===== config.mk =====
export PLATFORM = sky130hd
export DESIGN_NAME = dual_thresh_irq
export DESIGN_NICKNAME = d
export VERILOG_FILES = /design/src/rtl/dti_pkg.sv /design/src/rtl/dti_persist.sv /design/src/rtl/dti_merge.sv /design/src/rtl/dual_thresh_irq.sv
export SDC_FILE = /design/constraint.sdc
export NUM_CORES = 1
export LEC_CHECK = 0
export BUFFER_PORTS_ARGS = -buffer_cell sky130_fd_sc_hd__buf_2
export CORE_MARGIN = 2
export CORE_UTILIZATION = 45
export CTS_BUF_LIST = sky130_fd_sc_hd__clkbuf_2
export DETAILED_ROUTE_END_ITERATION = 6
export PLACE_DENSITY_LB_ADDON = 0.3
export SLEW_MARGIN = 25
export SYNTH_ARGS = -nofsm -noshare
export SYNTH_HDL_FRONTEND = slang
export SYNTH_SLANG_ARGS = --single-unit

===== constraint.sdc =====
create_clock -name clk -period 2.55 [get_ports clk]
set_input_delay 0.6375 -clock clk [delete_from_list [all_inputs] [get_ports clk]]
set_output_delay 0.6375 -clock clk [all_outputs]
set_load 0.01 [all_outputs]

===== src/rtl/dti_pkg.sv =====
package dti_pkg;

    localparam int PERSIST_MAX = 16;
    localparam int CNT_W       = $clog2(PERSIST_MAX + 1);
    localparam int NUM_CH      = 2;
    localparam int CH_AMB      = 0;
    localparam int CH_PRX      = 1;

    localparam int BIT_SEL      = 0;
    localparam int BIT_AMB_CODE = 1;
    localparam int BIT_AMB_FLAG = 3;
    localparam int BIT_PRX_CODE = 5;
    localparam int BIT_PRX_FLAG = 7;

    typedef logic [CNT_W-1:0] cnt_t;
    typedef logic [1:0]       code_t;

    typedef struct packed {
        code_t prx_code;
        code_t amb_code;
        logic  sel_and;
    } cfg_t;

    function automatic cnt_t persist_need(input code_t code);
        cnt_t n;
        if (code == 2'd0) n = cnt_t'(1);
        else              n = cnt_t'(2 << code);
        return n;
    endfunction

endpackage


===== src/rtl/dti_persist.sv =====
module dti_persist
    import dti_pkg::*;
(
    input  logic  clk,
    input  logic  rst_n,
    input  code_t code,
    input  logic  meas_valid,
    input  logic  meas_outside,
    input  logic  clr,
    output logic  flag
);

    typedef struct packed {
        cnt_t cnt;
        logic flag;
    } st_t;

    st_t st_d, st_q;
    cnt_t need;
    cnt_t bumped;

    always_comb begin
        st_d   = st_q;
        need   = persist_need(code);
        bumped = (st_q.cnt == cnt_t'(PERSIST_MAX)) ? st_q.cnt : st_q.cnt + cnt_t'(1);
        if (clr) begin
            st_d.cnt  = '0;
            st_d.flag = 1'b0;
        end else if (meas_valid) begin
            if (meas_outside) begin
                st_d.cnt = bumped;
                if (bumped >= need) st_d.flag = 1'b1;
            end else begin
                st_d.cnt = '0;
            end
        end
    end

    always_ff @(posedge clk or negedge rst_n) begin
        if (!rst_n) st_q <= '0;
        else        st_q <= st_d;
    end

    assign flag = st_q.flag;

    a_r3_cnt_bound: assert property (@(posedge clk) disable iff (!rst_n)
        st_q.cnt <= cnt_t'(PERSIST_MAX));

    a_r3_set_needs_strobe: assert property (@(posedge clk) disable iff (!rst_n)
        $rose(st_q.flag) |-> $past(meas_valid && meas_outside && !clr));

    a_r3_set_after_run: assert property (@(posedge clk) disable iff (!rst_n)
        $rose(st_q.flag) |-> st_q.cnt >= persist_need($past(code)));

    a_r4_inwindow_restart: assert property (@(posedge clk) disable iff (!rst_n)
        (meas_valid && !meas_outside) |=> st_q.cnt == '0);

    a_r4_idle_hold: assert property (@(posedge clk) disable iff (!rst_n)
        (!meas_valid && !clr) |=> $stable(st_q.cnt));

    a_r5_sticky: assert property (@(posedge clk) disable iff (!rst_n)
        (st_q.flag && !clr) |=> st_q.flag);

    a_r6_clear_wins: assert property (@(posedge clk) disable iff (!rst_n)
        clr |=> (!st_q.flag && st_q.cnt == '0));

endmodule


===== src/rtl/dti_merge.sv =====
module dti_merge (
    input  logic clk,
    input  logic rst_n,
    input  logic flag_amb,
    input  logic flag_prx,
    input  logic sel_and,
    output logic irq_oe
);

    logic irq_d, irq_q;

    always_comb begin
        if (sel_and) irq_d = flag_amb & flag_prx;
        else         irq_d = flag_amb | flag_prx;
    end

    always_ff @(posedge clk or negedge rst_n) begin
        if (!rst_n) irq_q <= 1'b0;
        else        irq_q <= irq_d;
    end

    assign irq_oe = irq_q;

    a_r8_and_needs_both: assert property (@(posedge clk) disable iff (!rst_n)
        (irq_oe && $past(sel_and)) |-> $past(flag_amb && flag_prx));

    a_r8_or_any: assert property (@(posedge clk) disable iff (!rst_n)
        ($past(flag_amb || flag_prx) && !$past(sel_and)) |-> irq_oe);

    a_r9_idle_release: assert property (@(posedge clk) disable iff (!rst_n)
        $past(!flag_amb && !flag_prx) |-> !irq_oe);

endmodule


===== src/rtl/dual_thresh_irq.sv =====
module dual_thresh_irq
    import dti_pkg::*;
(
    input  logic       clk,
    input  logic       rst_n,
    input  logic       amb_valid,
    input  logic       amb_outside,
    input  logic       prx_valid,
    input  logic       prx_outside,
    input  logic       reg_wr,
    input  logic [7:0] reg_wdata,
    output logic [7:0] reg_rdata,
    output logic       irq_oe,
    output logic       irq_od
);

    cfg_t cfg_d, cfg_q;

    logic [NUM_CH-1:0] ch_valid;
    logic [NUM_CH-1:0] ch_outside;
    logic [NUM_CH-1:0] ch_clr;
    logic [NUM_CH-1:0] ch_flag;
    code_t             ch_code [NUM_CH];

    always_comb begin
        cfg_d = cfg_q;
        if (reg_wr) begin
            cfg_d.prx_code = reg_wdata[BIT_PRX_CODE +: 2];
            cfg_d.amb_code = reg_wdata[BIT_AMB_CODE +: 2];
            cfg_d.sel_and  = reg_wdata[BIT_SEL];
        end
    end

    always_ff @(posedge clk or negedge rst_n) begin
        if (!rst_n) cfg_q <= '0;
        else        cfg_q <= cfg_d;
    end

    always_comb begin
        ch_valid[CH_AMB]   = amb_valid;
        ch_outside[CH_AMB] = amb_outside;
        ch_clr[CH_AMB]     = reg_wr & ~reg_wdata[BIT_AMB_FLAG];
        ch_code[CH_AMB]    = cfg_q.amb_code;
        ch_valid[CH_PRX]   = prx_valid;
        ch_outside[CH_PRX] = prx_outside;
        ch_clr[CH_PRX]     = reg_wr & ~reg_wdata[BIT_PRX_FLAG];
        ch_code[CH_PRX]    = cfg_q.prx_code;
    end

    for (genvar ch = 0; ch < NUM_CH; ch++) begin : g_ch
        dti_persist u_persist (
            .clk          (clk),
            .rst_n        (rst_n),
            .code         (ch_code[ch]),
            .meas_valid   (ch_valid[ch]),
            .meas_outside (ch_outside[ch]),
            .clr          (ch_clr[ch]),
            .flag         (ch_flag[ch])
        );
    end

    dti_merge u_merge (
        .clk      (clk),
        .rst_n    (rst_n),
        .flag_amb (ch_flag[CH_AMB]),
        .flag_prx (ch_flag[CH_PRX]),
        .sel_and  (cfg_q.sel_and),
        .irq_oe   (irq_oe)
    );

    always_comb begin
        reg_rdata                     = '0;
        reg_rdata[BIT_PRX_FLAG]       = ch_flag[CH_PRX];
        reg_rdata[BIT_PRX_CODE +: 2]  = cfg_q.prx_code;
        reg_rdata[BIT_AMB_FLAG]       = ch_flag[CH_AMB];
        reg_rdata[BIT_AMB_CODE +: 2]  = cfg_q.amb_code;
        reg_rdata[BIT_SEL]            = cfg_q.sel_and;
    end

    assign irq_od = 1'b0;

    a_r2_cfg_store: assert property (@(posedge clk) disable iff (!rst_n)
        reg_wr |=> (reg_rdata[6:5] == $past(reg_wdata[6:5]) &&
                    reg_rdata[2:1] == $past(reg_wdata[2:1]) &&
                    reg_rdata[0]   == $past(reg_wdata[0])));

    a_r2_cfg_hold: assert property (@(posedge clk) disable iff (!rst_n)
        !reg_wr |=> $stable({reg_rdata[6:5], reg_rdata[2:0]}) );

    a_r7_no_set_by_write: assert property (@(posedge clk) disable iff (!rst_n)
        (reg_wr && !amb_valid && !reg_rdata[3]) |=> !reg_rdata[3]);

endmodule


; Yosys cells after proc, flatten, opt, wreduce, memory -nomap -nowiden
; Index checks and enable logic that the tools add are counted.
[word_totals]
inputBits = 15
register_bits = 18
elab_cells = 47
out_inout_bits = 10
[op_classes]
n_eq_ne = 2
n_mux = 15
n_addsub = 2
n_bitwise = 6
reduce_logical = 10
shifts = 2
magnitude_cmp = 2
[op_table]
columns = operator, n
row1 = two-way mux 5 bit, 6
row2 = two-way mux 6 bit, 4
row3 = nonzero test 2 bit, 6
row4 = adder 5 x 1 -> 5 bit (second input constant), 2
row5 = equality test 5 bit (second input constant), 2
row6 = greater-or-equal comparator 5 bit, 2
row7 = << shifter 2 x 2 -> 5 bit (first input constant), 2
row8 = AND reduction 3 bit, 2
row9 = two-way mux 1 bit, 5
row10 = zero test 2 bit, 2
row11 = AND 1 bit, 3
row12 = inverter 1 bit, 2
row13 = bitwise OR 1 bit, 1

; Depth between registers and ports, before layout
[depth]
ltp_word = 7
ltp_mapped = 8
mapped_depth_nobuf = 8

; Cells and area by module
; From an unflattened synthesis, not the netlist that was laid out.
[unflattened]
hier_cells = 120
hier_area_um2 = 1228.7
[modules_own_cells]
columns = mod, n_inst, seq_area_each_um2, cells_per_inst, area_per_inst_um2
row1 = dti_persist, 2, 150.1, 50, 474.2
row2 = dual_thresh_irq, 1, 125.1, 16, 242.7
row3 = dti_merge, 1, 25.0, 4, 37.5

; Worst setup path before layout
; OpenSTA, ideal clock, no wires.
[synth_timing]
kind = reg2reg
start = reg g_ch[1].u_persist.st_q[1] in the netlist's numbering
end = reg g_ch[1].u_persist.st_q (netlist bit g_ch[1].u_persist.flag)
path_buffers = 0
slack_ns = 0.607
arrival_ns = 1.822
path_stages_with_launch = 9
setup_time_ns = 0.121
period_less_slack_ns = 1.943
required_time_ns = 2.429
path_cell_list = dfrtp_1 -> inv_1 -> ha_1 -> and4bb_2 -> xnor2_1 -> ha_1 -> nor4b_1 -> o21ai_0 -> a22o_1
[synth_between]
elab_chain_len = 5
elab_cells_between_ends = 6
classes_between = 1 x add/sub / 1 x order compare / 1 x eq/ne / 1 x mux / 2 x reduce/logical
[synth_rtl]
columns = item, line_no
row1 = "start, declared", dti_persist.sv:18  ; st_t st_d, st_q;
row2 = "start signal, assigned", dti_persist.sv:41  ; else st_q <= st_d;
row3 = adder 5 x 1 -> 5 bit or equality test 5 bit (tied branches), dti_persist.sv:25  ; bumped = (st_q.cnt == cnt_t'(PERSIST_MAX)) ? st_q.cnt : st_q.cnt + cnt_t'(1);
row4 = two-way mux 5 bit *, dti_persist.sv:25
row5 = greater-or-equal comparator 5 bit *, dti_persist.sv:32  ; if (bumped >= need) st_d.flag = 1'b1;
row6 = nonzero test 2 bit (no source line) *, -
row7 = AND reduction 3 bit (no source line) *, -
; Mark *: on every way between the ends. The rest lies on a longest branch, timed or not.
; A chain may end at the register's enable or synchronous reset.

; Final worst setup path
; Ends and elaborated chain as after synthesis.

==> reports/metrics.csv <==
metric;value;unit
outcome;complete, no violations;
CP endpoint kind;register;
setup TNS;0;ns
first-pass GRT wire length;4210;µm
CTS tree;built;
Area Growth Syn to Fin;8.16;%
Max Cap Violations;0;
layout cell share with drive strength beyond 1;24.3;%
Top delay family on crit path;simple AND/OR/NAND/NOR gates;
r2r setup slk;0.40;ns
Vias/cell;5.57;
total grt overflow;0;
pin count of the biggest net entering global routing;19;
PD cells;559;nW/µm²
Critical Path Start Type;register;
antenna violations before repair;0;
detailed-route wire length;2340;µm
#FFs+latches synth;18;
clock root buffer;clkbuf_2;
Resized cells post-CTS;0;
vias in the first global route;935;
post-synthesis async set-or-reset flop share;100;%
initial core utilization;46.3;%
Post-CTS Setup Inserts;0;
HP Class;input pin to async pin;
RR Startpoint;g_ch[1].u_persist.st_q[1]$_DFFE_PN0P_;
R2R Path End;g_ch[1].u_persist.flag$_DFFE_PN0P_;
IO Port Bufs;21;
Buf+Inv Stages, Crit Path;1;
Die Y-Extent;56.5;µm
Synth Flop Type;dfrtp_1;
Worst EP arrival;2.36;ns
final setup violation count;0;
Worst Skew;0.000729;ns
RSZ-0062 raised after global routing;no;
worst setup path start;g_ch[1].u_persist.st_q[1]$_DFFE_PN0P_;
Total Routing Usage GR;16.7;%
Clock Tree Buf Depth;2;
routed vias;953;
synthesized area;1240;µm²
H-tree levels;1;
crit path cell chain;inv_1, ha_1, and4bb_2, xnor2_1, ha_1, nor4b_1, o21ai_0, a22o_1;
antenna cell count;0;
synth unique cells;30;
Gate Count Post-Synth;122;
Setup crit end;g_ch[1].u_persist.flag$_DFFE_PN0P_;
detailed placement HPWL;1860;µm
num rows;19;
max incr delay on CP;0.47;ns
final non-filler cell total;171;
Final period util;84.4;%
die width;56.5;µm
Core ar.;2690;µm²
WP data required;2.76;ns
Syn. warnings;0;
drt drc;0;
Post-synth EDFFs;0;
Fin. Hold Viols;0;
CP max stage cell;dfrtp_1;
min cycle time layout;2.15;ns
GPL Wtd Cong;0.780;
post-route cell area;1340;µm²
Clock Latency Late Sink;0.29;ns
Ports;25;
Post-DP Area;1330;µm²
nets;168;
maximum vdd drop;285;µV
number of DRC markers in iteration 0;20;
Layout Utilization;50.0;%
Sinks on Clock Net;18;
full die area;3200;µm²
Post-Syn Area per Cell;10.2;µm²
total power;0.751;mW
instance count on the critical path;8;
Seq/Total Area, Yosys;36.3;%
CTS clock-pin slew for the worst setup and hold paths;0.18;ns
fillers;272;
f_max;465;MHz
Slew Limit Fails;0;
Leakage;0.615;nW
first-pass detailed-route iteration total;4;
Final ANT Viol Nets;0;
CP Max Fanout;5;
CTS Hold Bufs;0;
most used cell, CP;ha_1;
Reg2Reg Depth;8;
crit path kind;register to register;
WL per Instance;13.7;µm
Cells after DPL;167;
cts bufs inserted;3;
==> power breakdown <==
part | switching (mW) | internal, mW | total (mW)
logic | 0.128 | 0.123 | 0.250
registers | 0.0486 | 0.329 | 0.377
clock network | 0.0896 | 0.0341 | 0.124
total | 0.266 | 0.485 | 0.751
==> cells in the final DEF (no fill, tap or decap) <==
cell / count
nand2b_4: 1
a22o_1: 7
maj3_1: 1
nand2b_2: 1
and2_1: 2
ha_1: 12
and3_1: 1
mux2_2: 4
buf_2: 21
conb_1: 2
a21oi_1: 4
nor2_1: 2
nand2b_1: 8
dfrtp_1: 18
nand3_1: 9
nand2_1: 5
clkbuf_2: 3
nand4bb_1: 2
a31oi_1: 6
nor2b_1: 2
nand3b_1: 2
xnor2_1: 6
nor4b_1: 2
o211ai_1: 2
o221ai_1: 2
and2_4: 2
clkinv_1: 1
inv_1: 7
o21ai_0: 3
and4bb_2: 2
==> how the worst min path moves through the flow <==
stage,slack [ns],cells after the start,to,startpoint
finish,0.24,1,reg_rdata[2]$_DFFE_PN0P_,rst_n
global route,0.24,1,g_ch[0].u_persist.st_q[5]$_DFFE_PN0P_,rst_n
CTS,0.24,1,reg_rdata[2]$_DFFE_PN0P_,rst_n
detailed placement,0.54,1,g_ch[0].u_persist.flag$_DFFE_PN0P_,g_ch[0].u_persist.flag$_DFFE_PN0P_
global placement,0.52,1,g_ch[1].u_persist.flag$_DFFE_PN0P_,g_ch[1].u_persist.flag$_DFFE_PN0P_
floorplan,0.34,0,g_ch[0].u_persist.flag$_DFFE_PN0P_,rst_n
==> sequential cells by signal (all words and copies together), names as in the netlist <==
register and cells:
u_merge.irq_oe 1, reg_rdata 5, g_ch.u_persist.flag 2, g_ch.u_persist.st_q 10
==> cells in the mapped netlist, drive strengths merged, types with 4 or more instances <==
cell type  instances  share of area (%)
dfrtp             18                 36
ha                12                 12
nand2b            10                5.8
nand3              9                3.6
a22o               7                4.9
buf                7                4.8
inv                7                2.1
a31oi              6                3.0
xnor2              6                4.2
nand2              5                1.5
a21oi              4                1.6
and2               4                2.4
mux2               4                3.6
==> cells by family after synthesis <==
group / Yosys count / synth area share (%)
simple gates: 41 / 22.0
compound gates: 24 / 13.4
flops: 18 / 36.3
buf+inv: 15 / 7.35
fa+ha+maj: 13 / 12.9
xor+xnor: 6 / 4.23
mux: 4 / 3.63
other cells: 1 / 0.302
==> layer usage <==
| metal | part of all wire, % | track usage [%] |
|---|---|---|
| met1 | 44 | 20.4 |
| met2 | 52 | 29.7 |
| met3 | 3.0 | 2.76 |
| met4 | 0.56 | 5.10 |
| met5 | 0 | 0 |
==> per-stage QoR <==
step	worst slack (ns)	hold WS [ns]
final	0.397	0.237
after global routing	0.272	0.238
after CTS	0.407	0.239
after detailed placement	0.430	0.538
after global placement	0.498	0.515
after floorplan	0.607	0.342
==> final cells by class <==
cell class	count	area, µm²	area share, %
multi-input combinational	90	704	52.4
sequential	18	450	33.5
timing repair buffer	21	105	7.82
tap	31	38.8	2.89
inverter	7	26.3	1.96
clock buffer	3	15.0	1.12
clock inverter	1	3.75	0.279
No activity file was read; power rests on OpenSTA's default activity.
